==> src/rtl/sdr_pkg.sv <==
package sdr_pkg;
  typedef enum logic [1:0] {
    CMD_NOP  = 2'b00,
    CMD_RD   = 2'b01,
    CMD_WR   = 2'b10,
    CMD_NOP3 = 2'b11
  } cmd_e;
endpackage

==> src/rtl/sdr_suspend_gate.sv <==
// Registers the clock enable and produces the internal edge enable.
module sdr_suspend_gate (
  input  logic clk,
  input  logic rst_n,
  input  logic cke,
  input  logic busy,
  output logic susp,
  output logic ien
);
  logic susp_q, susp_d;

  // A low sample during a burst freezes the following edge
  always_comb susp_d = !cke && busy;

  always_ff @(posedge clk or negedge rst_n) begin
    if (!rst_n) susp_q <= 1'b0;
    else        susp_q <= susp_d;
  end

  assign susp = susp_q;
  assign ien  = !susp_q;
endmodule

==> src/rtl/sdr_cell_array.sv <==
// Register-file stand-in for the storage cells: one write port, one read port.
module sdr_cell_array #(
  parameter int NBANK = 2,
  parameter int NCOL  = 16,
  parameter int DW    = 16,
  localparam int BW   = $clog2(NBANK),
  localparam int CW   = $clog2(NCOL),
  localparam int NW   = NBANK * NCOL
) (
  input  logic          clk,
  input  logic          we,
  input  logic [BW-1:0] wbank,
  input  logic [CW-1:0] wcol,
  input  logic [DW-1:0] wdata,
  input  logic [BW-1:0] rbank,
  input  logic [CW-1:0] rcol,
  output logic [DW-1:0] rdata
);
  logic [DW-1:0] cells [NW];

  always_ff @(posedge clk) begin
    if (we) cells[{wbank, wcol}] <= wdata;
  end

  assign rdata = cells[{rbank, rcol}];
endmodule

==> src/rtl/sdr_burst_seq.sv <==
// Command decode, burst position and read latency, all advanced only on internal edges.
module sdr_burst_seq #(
  parameter int NBANK = 2,
  parameter int NCOL  = 16,
  parameter int BL    = 4,
  parameter int CL    = 2,
  localparam int BW   = $clog2(NBANK),
  localparam int CW   = $clog2(NCOL),
  localparam int OW   = $clog2(BL),
  localparam int SW   = $clog2(CL + BL + 1)
) (
  input  logic          clk,
  input  logic          rst_n,
  input  logic          ien,
  input  logic          cke,
  input  logic [1:0]    cmd,
  input  logic [BW-1:0] bank,
  input  logic [CW-1:0] col,
  output logic          busy,
  output logic          mem_we,
  output logic [BW-1:0] mem_wbank,
  output logic [CW-1:0] mem_wcol,
  output logic [BW-1:0] mem_rbank,
  output logic [CW-1:0] mem_rcol,
  output logic          rd_load,
  output logic          rd_end
);
  import sdr_pkg::*;

  logic          busy_q, busy_d;
  logic          wr_q, wr_d;
  logic [BW-1:0] bank_q, bank_d;
  logic [CW-1:0] col_q, col_d;
  logic [SW-1:0] step_q, step_d;

  logic          is_rd, is_wr, accept;
  logic [SW-1:0] rel;
  logic [OW-1:0] woff, roff;

  // only an idle, enabled edge with a high sample takes READ/WRITE
  assign is_rd  = (cmd == CMD_RD);
  assign is_wr  = (cmd == CMD_WR);
  assign accept = ien && cke && !busy_q && (is_rd || is_wr);

  assign rel  = step_q - SW'(CL);
  assign woff = col_q[OW-1:0] + step_q[OW-1:0];
  assign roff = col_q[OW-1:0] + rel[OW-1:0];

  // Write port: first word with the command, then one word per internal edge
  always_comb begin
    mem_we    = ien && ((accept && is_wr) || (busy_q && wr_q));
    mem_wbank = accept ? bank : bank_q;
    mem_wcol  = accept ? col  : {col_q[CW-1:OW], woff};
  end

  // Read side: words after CL internal edges, then release
  always_comb begin
    mem_rbank = bank_q;
    mem_rcol  = {col_q[CW-1:OW], roff};
    rd_load   = ien && busy_q && !wr_q &&
                (step_q >= SW'(CL)) && (step_q < SW'(CL + BL));
    rd_end    = ien && busy_q && !wr_q && (step_q == SW'(CL + BL));
  end

  always_comb begin
    busy_d = busy_q;
    wr_d   = wr_q;
    bank_d = bank_q;
    col_d  = col_q;
    step_d = step_q;
    if (accept) begin
      busy_d = 1'b1;
      wr_d   = is_wr;
      bank_d = bank;
      col_d  = col;
      step_d = SW'(1);
    end else if (ien && busy_q) begin
      // nothing here moves on a suppressed edge
      step_d = step_q + SW'(1);
      if ((wr_q && step_q == SW'(BL - 1)) || (!wr_q && step_q == SW'(CL + BL)))
        busy_d = 1'b0;
    end
  end

  always_ff @(posedge clk or negedge rst_n) begin
    if (!rst_n) begin
      busy_q <= 1'b0;
      wr_q   <= 1'b0;
      bank_q <= '0;
      col_q  <= '0;
      step_q <= '0;
    end else begin
      busy_q <= busy_d;
      wr_q   <= wr_d;
      bank_q <= bank_d;
      col_q  <= col_d;
      step_q <= step_d;
    end
  end

  assign busy = busy_q;
endmodule

==> src/rtl/sdram_burst_core.sv <==
module sdram_burst_core #(
  parameter int NBANK = 2,
  parameter int NCOL  = 16,
  parameter int DW    = 16,
  parameter int BL    = 4,
  parameter int CL    = 2,
  localparam int BW   = $clog2(NBANK),
  localparam int CW   = $clog2(NCOL)
) (
  input  logic          clk,
  input  logic          rst_n,
  input  logic          cke,
  input  logic [1:0]    cmd,
  input  logic [BW-1:0] bank,
  input  logic [CW-1:0] col,
  input  logic [DW-1:0] dq_in,
  output logic [DW-1:0] dq_out,
  output logic          dq_oe
);
  logic          susp, ien, burst_busy;
  logic          mem_we, rd_load, rd_end;
  logic [BW-1:0] mem_wbank, mem_rbank;
  logic [CW-1:0] mem_wcol, mem_rcol;
  logic [DW-1:0] mem_rdata;
  logic [DW-1:0] dq_q, dq_d;
  logic          oe_q, oe_d;

  sdr_suspend_gate u_gate (
    .clk   (clk),
    .rst_n (rst_n),
    .cke   (cke),
    .busy  (burst_busy),
    .susp  (susp),
    .ien   (ien)
  );

  sdr_burst_seq #(.NBANK(NBANK), .NCOL(NCOL), .BL(BL), .CL(CL)) u_seq (
    .clk       (clk),
    .rst_n     (rst_n),
    .ien       (ien),
    .cke       (cke),
    .cmd       (cmd),
    .bank      (bank),
    .col       (col),
    .busy      (burst_busy),
    .mem_we    (mem_we),
    .mem_wbank (mem_wbank),
    .mem_wcol  (mem_wcol),
    .mem_rbank (mem_rbank),
    .mem_rcol  (mem_rcol),
    .rd_load   (rd_load),
    .rd_end    (rd_end)
  );

  sdr_cell_array #(.NBANK(NBANK), .NCOL(NCOL), .DW(DW)) u_cells (
    .clk   (clk),
    .we    (mem_we),
    .wbank (mem_wbank),
    .wcol  (mem_wcol),
    .wdata (dq_in),
    .rbank (mem_rbank),
    .rcol  (mem_rcol),
    .rdata (mem_rdata)
  );

  // Output stage: loads only on internal edges, so a suspend holds it
  always_comb begin
    dq_d = dq_q;
    oe_d = oe_q;
    if (rd_load) begin
      dq_d = mem_rdata;
      oe_d = 1'b1;
    end else if (rd_end) begin
      oe_d = 1'b0;
    end
  end

  always_ff @(posedge clk or negedge rst_n) begin
    if (!rst_n) begin
      dq_q <= '0;
      oe_q <= 1'b0;
    end else begin
      dq_q <= dq_d;
      oe_q <= oe_d;
    end
  end

  assign dq_out = dq_q;
  assign dq_oe  = oe_q;
endmodule

==> config.mk <==
export PLATFORM = sky130hd
export DESIGN_NAME = sdram_burst_core
export DESIGN_NICKNAME = d
export VERILOG_FILES = /design/src/rtl/sdr_pkg.sv /design/src/rtl/sdr_suspend_gate.sv /design/src/rtl/sdr_cell_array.sv /design/src/rtl/sdr_burst_seq.sv /design/src/rtl/sdram_burst_core.sv
export SDC_FILE = /design/constraint.sdc
export NUM_CORES = 1
export LEC_CHECK = 0
export BUFFER_PORTS_ARGS = -buffer_cell sky130_fd_sc_hd__buf_4
export CORE_MARGIN = 8
export CORE_UTILIZATION = 55
export DETAILED_ROUTE_END_ITERATION = 16
export PLACE_DENSITY_LB_ADDON = 0.25
export REMOVE_ABC_BUFFERS = 1
export SLEW_MARGIN = 40
export SYNTH_ARGS = -nofsm -noshare
export SYNTH_HDL_FRONTEND = slang
export SYNTH_HIERARCHICAL = 1
export SYNTH_SLANG_ARGS = --single-unit
export TNS_END_PERCENT = 30
==> constraint.sdc <==
create_clock -name clk -period 4.2 [get_ports clk]
set_clock_uncertainty 0.2 [all_clocks]
set_input_delay 0.63 -clock clk [delete_from_list [all_inputs] [get_ports clk]]
set_output_delay 0.63 -clock clk [all_outputs]
set_load 0.1 [all_outputs]
==> flow_metrics.tcl, run 1 <==
set metrics [dict create \
    ir_worst_vdd_mv 0.590 \
    clockBufferDepth 3 \
    finalHoldViolations 0 \
    grt.total_usage 0.207 \
    setup_viol 0 \
    arrival_ns 3.54 \
    worst-path-max-fanout 35 \
    reg2regPathDepth 9 \
    start_util 0.557 \
    slowest_delay_ns 0.56 \
    dr_total_vias 11300 \
    path_clk_slew_ns 0.06 \
    clock-sinks 540 \
    nNetsFinal 1354 \
    p_leak_uw 0.00871 \
    synth_edf_count 512 \
    clk_latency_ns 0.59 \
    whs_endpoint "u_gate/susp" \
    yosys.area.top_type_share 0.714 \
    hold_path_depth 2 \
    synth_area_mm2 0.0215 \
    drc 0 \
    crit_family "compound AO/OA/AOI/OAI gates" \
    num_rows 72 \
    antenna_left 0 \
    syn_inst 1234 \
    fmax_mhz 306 \
    cts_tree "yes" \
    crit_chain "ha_4, buf_12, buf_4, mux2i_1, a22o_1, nor3_1, a31oi_1, nand3_1, mux2_4" \
    syn_area_per_cell_um2 17.5 \
    synth_area_leaders "edfxtp_1 (71%), mux2i_1 (12%), dfrtp_1 (3.3%)" \
    clkPwrFrac 0.235 \
    r2r_start "u_seq/step_q[0]" \
    ff2ff_setup_slack_ns 0.93 \
    port_buffers 42 \
    ys_async_sr_fraction 0.0519 \
    timing.final.crit_share 0.778 \
    area_growth_pct 12.4 \
    drive_gt1_frac 0.154 \
    die_y_um 214 \
    htreeDepth 2 \
    synth_cell_types 41 \
    synth.ff_latch_count 540 \
    drv_slew 0 \
    grt_pass1_vias 11100 \
    cts_made_buffers 53 \
    grt_max_degree 67 \
    worst_setup_path_end_kind "flip-flop" \
    slew_headroom 0.536 \
    worst_pin_slew_ns 0.696 \
    path_buf_inv 2 \
    fin_hold_ws_ns 0.0313 \
    synthFlopType "edfxtp_1" \
    hold_class "in2reg" \
    max-cap-violations 0 \
    cts-root-buf "clkbuf_16" \
    p_switching_uw 7530 \
    swShare 0.384 \
    vias_per_cell 6.01 \
    crit_path_start_kind "flip-flop" \
    hpwlAfterDp_mm 29.0 \
    critical_path_required_ns 4.47 \
    rr_endpoint "dq_out[9]" \
    overflow 0 \
    wirelength_mm 48.4 \
    rsz0062_at_grt "no" \
    worstSetupPathType "reg2reg" \
    dr.first_iter.drc_count 1054 \
    p_comb_frac 0.442 \
    yosysTopAreaCell "edfxtp_1" \
    core_area_mm2 0.0386 \
    fillCellCount 2709 \
    wl_per_cell_um 25.7 \
    fin_crit_ns 3.27 \
    first_pass_iters 7 \
    yosysSeqAreaShare 0.746 \
    die_area_mm2 0.0458 \
    pwr-share-seq 0.323 \
    status "completed" \
    grt_pass1_wl_mm 71.3 \
    min_from "cke" \
    die_w_um 214 \
    crit_slowest_cell "ha_4" \
    finalSetupTns_ns 0 \
    utilization 0.626 \
    power.internal_uw 12100 \
    antenna_found_initial 1 \
    synth_warnings 6 \
    gp_congestion 0.827 \
    io_pins 43 \
    power_density_mw_per_mm2 811 \
]
-- cells in the mapped netlist (2+ instances only) --
master,count
nand4_1,16
dfrtp_1,28
nand2_1,60
mux2_4,9
xnor2_1,2
buf_6,8
buf_4,21
a21oi_1,34
mux2i_1,256
edfxtp_1,512
nor3_1,18
a31oi_1,17
buf_2,20
buf_12,6
or3b_2,3
clkbuf_1,12
inv_1,5
buf_8,6
ha_1,5
nor2_1,34
nor2b_1,2
mux2_2,7
nand3_1,35
nand2b_1,2
nand3b_1,6
a22o_1,32
a22oi_1,64
-- timing repair --
action	CTS	global route
hold buffers	1	0
setup endpoints to repair	0	0
resized for setup	0	0
setup buffers	0	0
endpoints found under the hold margin	28	0
-- placed cells by master (no fill, tap or decap), drive strengths merged, types with 5 or more instances in the layout --
cell    synthesis  routed
nand4          16      16
clkinv          0      21
nand3          35      35
dfrtp          28      28
a31oi          17      17
nor2           35      35
nand3b          6       6
mux2           16      16
a22o           32      32
buf            61     106
nand2          60      60
a22oi          64      64
mux2i         256     256
edfxtp        512     512
clkbuf         12      72
nor3           18      18
ha              5       5
inv             5       6
a21oi          34      34
-- logic make-up after synthesis --
| group | share of synthesized area |
|---|---|
| DFF | 0.746 |
| buffers and inverters | 0.0289 |
| AOI/OAI and AO/OA | 0.0501 |
| xor gates and xnor gates | 0.00122 |
| adders and majority gates | 0.00290 |
| muxes | 0.129 |
| and+or+nand+nor | 0.0418 |
-- per-layer routing --
| metal | vias to the layer above | GRT usage | part of all wire |
|---|---|---|---|
| met2 | 427 | 0.331 | 0.48 |
| met1 | 5777 | 0.285 | 0.42 |
| li1 | 5054 | - | - |
| met4 | 2 | 0.0711 | 0.030 |
| met5 | - | 0 | 0.00025 |
| met3 | 83 | 0.0358 | 0.070 |
-- through the flow --
step                      instances  power, uW  setup slack [ns]  cell area, um^2
after floorplan                1161      10700             -5.78            20900
after global placement         1784      14900             0.707            22500
after detailed placement       1784      15000             0.600            22500
after CTS                      1885      19600             0.874            24200
after global routing           1886      20400             0.822            24200
final                          1887      19600             0.931            24200
-- flip-flops by register name, summed over array words and instances, names as in the netlist --
| signal | count |
|---|---|
| dq_oe | 1 |
| dq_out | 16 |
| u_cells/cells | 512 |
| u_gate/susp | 1 |
| u_seq/busy | 1 |
| u_seq/col_q | 4 |
| u_seq/mem_rbank | 1 |
| u_seq/step_q | 3 |
| u_seq/wr_q | 1 |
-- layout make-up --
| cell class | count | area, um^2 | area share |
|---|---|---|---|
| clock inverter | 28 | 238 | 0.00982 |
| clock buffer | 72 | 1460 | 0.0603 |
| inverter | 5 | 18.8 | 0.000775 |
| sequential | 540 | 16100 | 0.664 |
| multi-input combinational | 616 | 4890 | 0.202 |
| timing repair buffer | 107 | 876 | 0.0362 |
| antenna | 1 | 2.50 | 0.000103 |
| tap | 518 | 648 | 0.0268 |
-- power by group through the flow --
stage / registers, uW / logic, uW / clock network [uW]
6_report: 6340 / 8680 / 4610
5_1_grt: 6350 / 9120 / 4890
4_1_cts: 6340 / 8590 / 4670
3_5_place_dp: 6450 / 8550 / 0
3_3_place_gp: 6440 / 8500 / 0
2_1_floorplan: 7010 / 3670 / 0
-- worst max-delay path by stage --
| stage | start | endpoint | slack, ns | depth (start not counted) |
|---|---|---|---|---|
| floorplan | u_seq/step_q[0] | u_cells/cells[15][0] | -5.78 | 5 |
| CTS | u_seq/step_q[1] | dq_out[3] | 0.87 | 9 |
| global route | u_seq/step_q[0] | dq_out[9] | 0.82 | 9 |
| finish | u_seq/step_q[0] | dq_out[9] | 0.93 | 9 |
| global placement | cmd[0] | u_cells/cells[8][6] | 0.71 | 9 |
| detailed placement | cmd[0] | u_cells/cells[8][4] | 0.60 | 9 |
No activity file was read; power rests on OpenSTA's default activity.
==> inputs of run 2 (changes only) <==
--- a/config.mk
+++ b/config.mk
@@ -5,6 +5,7 @@
 export SDC_FILE = /design/constraint.sdc
 export NUM_CORES = 1
 export LEC_CHECK = 0
+export ABC_AREA = 1
 export BUFFER_PORTS_ARGS = -buffer_cell sky130_fd_sc_hd__buf_4
 export CORE_MARGIN = 8
 export CORE_UTILIZATION = 55
==> constraint.sdc (replaced) <==
create_clock -name clk -period 2.7 [get_ports clk]
set_clock_uncertainty 0.2 [all_clocks]
set_input_delay 0.405 -clock clk [delete_from_list [all_inputs] [get_ports clk]]
set_output_delay 0.405 -clock clk [all_outputs]
set_load 0.1 [all_outputs]
==> run 2 against run 1 <==
Compared with the run above:
- combinational power up 88%
- via count grew 31%
- setup slack worse by 0.80 ns
- global-route usage grew 2.9 points
- critical path type unchanged
- critical path depth rose by 4
- sequential share of layout area down 2.3 points
- cell area rose by 3.7%
- largest cell class unchanged
- cell count is 36% higher
- flip-flop and latch count unchanged
==> flow_metrics.tcl, run 2 <==
set metrics [dict create \
    io_pins 43 \
    final_cell_mix "nand2_1 (802), edfxtp_1 (512), nand3_1 (400), buf_4 (92), clkbuf_16 (55)" \
    p_comb_frac 0.494 \
    setup_viol 0 \
    antenna_found_initial 0 \
    ys_async_sr_fraction 0.0519 \
    cts-root-buf "clkbuf_16" \
    placed_cell_area_mm2 0.0234 \
    clock-sinks 540 \
    synthFlopType "edfxtp_1" \
    fin_crit_ns 2.57 \
    nNetsFinal 2034 \
    drv_slew 0 \
    synth.ff_latch_count 540 \
    synth_xor_xnor_area_share 0 \
    syn_area_per_cell_um2 11.5 \
    timing.final.crit_share 0.952 \
    synth_top_family_by_area "simple AND/OR/NAND/NOR gates" \
    start_util 0.559 \
    dp_cells 2466 \
    multi_input_area_mm2 0.00531 \
    clkPwrFrac 0.209 \
    synthAdderAreaFrac 0.00281 \
    drive_gt1_frac 0.104 \
    worst-path-max-fanout 36 \
    status "completed" \
    grt_pass1_vias 14200 \
    slowest_delay_ns 0.45 \
    antenna-diode-count 0 \
    hold_class "in2async" \
    arrival_ns 2.85 \
    drt-met1-wl_mm 23.2 \
    dr.first_iter.drc_count 1984 \
    core_area_mm2 0.0399 \
    synthTopCellsByCount "nand2_1 (803), edfxtp_1 (512), nand3_1 (400)" \
    first_pass_iters 6 \
    p_leak_uw 0.00955 \
    crit_family "simple AND/OR/NAND/NOR gates" \
    die_area_mm2 0.0472 \
    drc 0 \
    final_common_cell "nand2_1" \
    synth_edf_count 512 \
    largest-register "u_cells/cells" \
    gp_congestion 0.950 \
    wl_per_cell_um 21.8 \
    num_rows 73 \
    rsz0062_at_grt "no" \
    crit_slowest_cell "dfrtp_1" \
    htreeDepth 2 \
    dr.max_layer_used "met4" \
    crit_path_frequent_cell "nand2_1" \
    power.internal_uw 18200 \
    grt.total_usage 0.236 \
    yosysTopAreaCell "edfxtp_1" \
    syn_inst 1935 \
    hpwlAfterDp_mm 33.9 \
    cts_setup_buffers 0 \
    cts_tree "yes" \
    final_cell_count_no_fill 2569 \
    cts_made_buffers 53 \
    yosysSeqAreaShare 0.721 \
    grt_pass1_wl_mm 84.4 \
    synth_cell_types 24 \
    finalHoldViolations 0 \
    r2r_start "u_seq/step_q[0]" \
    p_switching_uw 14800 \
    synth.area.mux_share 0 \
    path_clk_slew_ns 0.06 \
    wirelength_mm 56.0 \
    worst_pin_slew_ns 0.559 \
    synth-compound-area-share 0.00135 \
    overflow 0 \
    power_density_mw_per_mm2 1310 \
    clockBufferDepth 3 \
    vias_per_cell 5.78 \
    worstSetupPathType "reg2reg" \
    crit_path_start_kind "flip-flop" \
    grt_max_degree 71 \
    fmax_mhz 389 \
    route.met2.wl_mm 26.5 \
    antenna_left 0 \
    die_y_um 217 \
    slew_headroom 0.628 \
    startpoint "u_seq/step_q[0]" \
    die_w_um 217 \
    fillCellCount 2978 \
    ctsResizeCount 0 \
    routed-wl-met3_mm 4.46 \
    cts_hold_buf 7 \
    pwr-share-seq 0.296 \
    clk_latency_ns 0.60 \
    swShare 0.448 \
    path_buf_inv 1 \
    yosys.cell_count.top_type "nand2_1" \
    ir_worst_vdd_mv 1.23 \
    synth-simple-area-share 0.233 \
    design_area_mm2 0.0251 \
    synth_area_mm2 0.0223 \
    dr_total_vias 14800 \
    seq_area_mm2 0.0161 \
    synth_area_leaders "edfxtp_1 (69%), nand2_1 (14%), nand3_1 (9.0%)" \
    crit_chain "ha_4, nand3_1, nand2_4, buf_4, nand3_1, nand3_1, nand2_1, nand2_1, nand2_1, nand2_1, nand2_1, nand2_1, nand2_1" \
    port_buffers 42 \
    max-cap-violations 0 \
    largest_reg_flops 512 \
    yosys.area.top_type_share 0.690 \
    critical_path_required_ns 2.98 \
    worst_setup_path_end_kind "flip-flop" \
    area_growth_pct 12.5 \
    synth_warnings 6 \
]
## run 2: cell count changes after synthesis, moves of 17 or more
cell and delta:
a31oi_1 -17, a22o_1 -32, nor3_1 -17, mux2i_1 -256, buf_6 +18, a22oi_1 -64, nand2_1 +743, a21oi_1 -34
nand3_1 +365
## run 2: cells by family after synthesis
logic type | after synthesis
simple gates | 1245
flops | 540
buf+inv | 140
compound gates | 5
fa+ha+maj | 5
## run 2: metal layers
layer  vias up  track usage
li1       6808            -
met1      7219        0.328
met2       720        0.377
met3       102       0.0325
met4         0       0.0897
met5         -            0
## run 2: through the flow
| step | TNS (ns) | hold slack, ns | worst slack [ns] | total power, uW | utilization |
|---|---|---|---|---|---|
| global placement | -3.42 | 0.176 | -0.0450 | 25700 | 0.586 |
| global route | 0 | 0.0966 | 0.0271 | 34700 | 0.629 |
| CTS | 0 | 0.0841 | 0.214 | 32800 | 0.629 |
| finish | 0 | 0.0807 | 0.129 | 32900 | 0.629 |
| floorplan | -1768.63 | -0.0906 | -4.73 | 16000 | - |
| detailed placement | -18.02 | 0.174 | -0.127 | 25900 | 0.586 |
## run 2: final timing paths
check	slack, ns	depth (start not counted)	end
max	0.13	13	dq_out[11]
min	0.08	2	dq_oe
max reg2reg	0.13	13	dq_out[11]
min reg2reg	0.28	2	dq_out[4]
max in group asynchronous	1.87	2	u_seq/col_q[2]
min in group clk	0.09	1	u_cells/cells[2][2]
## run 2: layout make-up
type | instances | area share
clock buffers | 65 | 0.0563
clock inverters | 31 | 0.00803
inverters | 26 | 0.00449
multi-input cells | 1255 | 0.212
flip-flops and latches | 540 | 0.641
well taps | 525 | 0.0262
repair buffers | 127 | 0.0527
## run 2: power groups by stage
stage          logic, uW  registers, uW  clock network (uW)
2_1_floorplan       5220          10800                   0
3_3_place_gp       15800           9920                   0
3_5_place_dp       16000           9930                   0
4_1_cts            16100           9760                6980
5_1_grt            17600           9790                7300
6_report           16300           9760                6890
==> inputs of run 3 (changes only) <==
--- a/config.mk
+++ b/config.mk
@@ -10,7 +10,7 @@
 export CORE_MARGIN = 8
 export CORE_UTILIZATION = 55
 export DETAILED_ROUTE_END_ITERATION = 16
-export PLACE_DENSITY_LB_ADDON = 0.25
+export PLACE_DENSITY_LB_ADDON = 0.1
 export REMOVE_ABC_BUFFERS = 1
 export SLEW_MARGIN = 40
 export SYNTH_ARGS = -nofsm -noshare
==> run 3 against run 2 <==
Compared with the run above:
- fmax fell by 1.0%
- critical path depth did not move
- cell count rose by 0.58%
- first-iteration DRC count fell by 10%
- register-to-register slack got worse by 0.03 ns
- clock-buffer cell count rose by 2
- cell area rose by 1.9%
- setup slack got worse by 0.027 ns
- flip-flop and latch count did not move
- largest cell class unchanged
==> flow_metrics.tcl, run 3 (synthesis results as in run 2) <==
set metrics [dict create \
    start_util 0.559 \
    fmax_mhz 385 \
    fin_hold_ws_ns 0.0719 \
    drive_gt1_frac 0.115 \
    num_rows 73 \
    crit_path_start_kind "flip-flop" \
    drc 0 \
    wl_per_cell_um 22.3 \
    startpoint "u_seq/step_q[0]" \
    dr_total_vias 14700 \
    path_clk_slew_ns 0.06 \
    max-cap-violations 0 \
    antenna_found_initial 1 \
    finalHoldViolations 0 \
    grt_pass1_wl_mm 86.3 \
    largest-register "u_cells/cells" \
    port_buffers 42 \
    die_y_um 217 \
    overflow 0 \
    largest_reg_flops 512 \
    first_pass_iters 7 \
    area_growth_pct 14.6 \
    wirelength_mm 57.5 \
    place_ws_ns -0.152 \
    layout_setup_ws_ns 0.103 \
    worst_pin_slew_ns 0.560 \
    slew_headroom 0.627 \
    io_pins 43 \
    worstSetupPathType "reg2reg" \
    power.total_uw 33900 \
    cts-root-buf "clkbuf_16" \
    htreeDepth 2 \
    p_leak_uw 0.00970 \
    fillCellCount 3071 \
    setup_viol 0 \
    ir_worst_vdd_mv 0.984 \
    hpwlAfterDp_mm 35.1 \
    drv_slew 0 \
    cts_tree "yes" \
    status "completed" \
    rsz0062_at_grt "no" \
    antenna_left 0 \
    clockBufferDepth 3 \
    clk_latency_ns 0.60 \
    gp_congestion 0.982 \
    timing.final.crit_share 0.962 \
    finalSetupTns_ns 0 \
    dr.first_iter.drc_count 1783 \
    cts_made_buffers 54 \
    final_common_cell "nand2_1" \
    arrival_ns 2.88 \
    hold_class "in2async" \
    critical_path_required_ns 2.98 \
    die_w_um 217 \
    die_area_mm2 0.0472 \
    worst_setup_path_end_kind "flip-flop" \
    vias_per_cell 5.69 \
    fin_crit_ns 2.60 \
    r2r_start "u_seq/step_q[0]" \
    power_density_mw_per_mm2 1330 \
    grt_max_degree 75 \
    grt.total_usage 0.243 \
    worst-path-max-fanout 64 \
    nNetsFinal 2044 \
    core_area_mm2 0.0399 \
    antenna-diode-count 0 \
    clock-sinks 540 \
    grt_pass1_vias 14300 \
    final_cell_mix "nand2_1 (802), edfxtp_1 (512), nand3_1 (400), buf_4 (87), clkbuf_16 (57)" \
]
==> run 3: worst paths after layout <==
| path | to | slack (ns) | cells after the start |
|---|---|---|---|
| max reg2reg | dq_out[2] | 0.10 | 13 |
| max in group asynchronous | u_seq/col_q[2] | 1.88 | 2 |
| min reg2reg | dq_out[14] | 0.28 | 2 |
| min | dq_out[11] | 0.07 | 2 |
| min in group clk | u_seq/mem_rbank | 0.09 | 4 |
| max | dq_out[2] | 0.10 | 13 |
==> run 3: timing repair <==
action / 4_1_cts / 5_1_grt
gates resized for setup: 0 / 3
endpoints found under the hold margin: 34 / 0
buffers inserted: 0 / 0
hold buffers: 6 / 0
setup endpoints to repair: 0 / 7
==> run 3: area by class of cell <==
cell class / instances / area, um^2 / share of cell area
repair buffers: 136 / 1570 / 0.0615
multi-input cells: 1255 / 5340 / 0.209
clock inverters: 35 / 328 / 0.0128
clock buffers: 67 / 1460 / 0.0573
well taps: 525 / 657 / 0.0257
flip-flops and latches: 540 / 16100 / 0.629
inverters: 26 / 118 / 0.00460
==> run 3: report_power, final <==
group | internal (uW) | switching, uW | leakage (uW)
sequential | 9560 | 195 | 0.00495
clock | 4410 | 3080 | 0.000865
combinational | 4920 | 11700 | 0.00388
total | 18900 | 15000 | 0.00970
==> run 3: critical path: stages (launching register included) <==
cell	delay (ns)
dfrtp_1	0.48
ha_4	0.17
nand3_1	0.14
nand2_4	0.18
buf_12	0.29
nand3_1	0.20
nand3_1	0.16
nand2_1	0.07
nand2_1	0.06
nand2_1	0.12
nand2_1	0.09
nand2_1	0.05
nand2_1	0.15
nand2_1	0.08
==> run 3: stage by stage <==
step,util,std cells,instance area (um^2)
after global placement,0.594,2476,23700
after global routing,0.640,2584,25600
final,0.640,2584,25600
after CTS,0.640,2584,25500
after floorplan,-,1821,21500
after detailed placement,0.594,2476,23700
==> run 3: layer usage <==
metal	up-vias	wire length, um	track usage
met2	655	27000	0.389
li1	6833	-	-
met5	-	10	0
met4	2	1860	0.0890
met3	113	4400	0.0370
met1	7101	24200	0.336
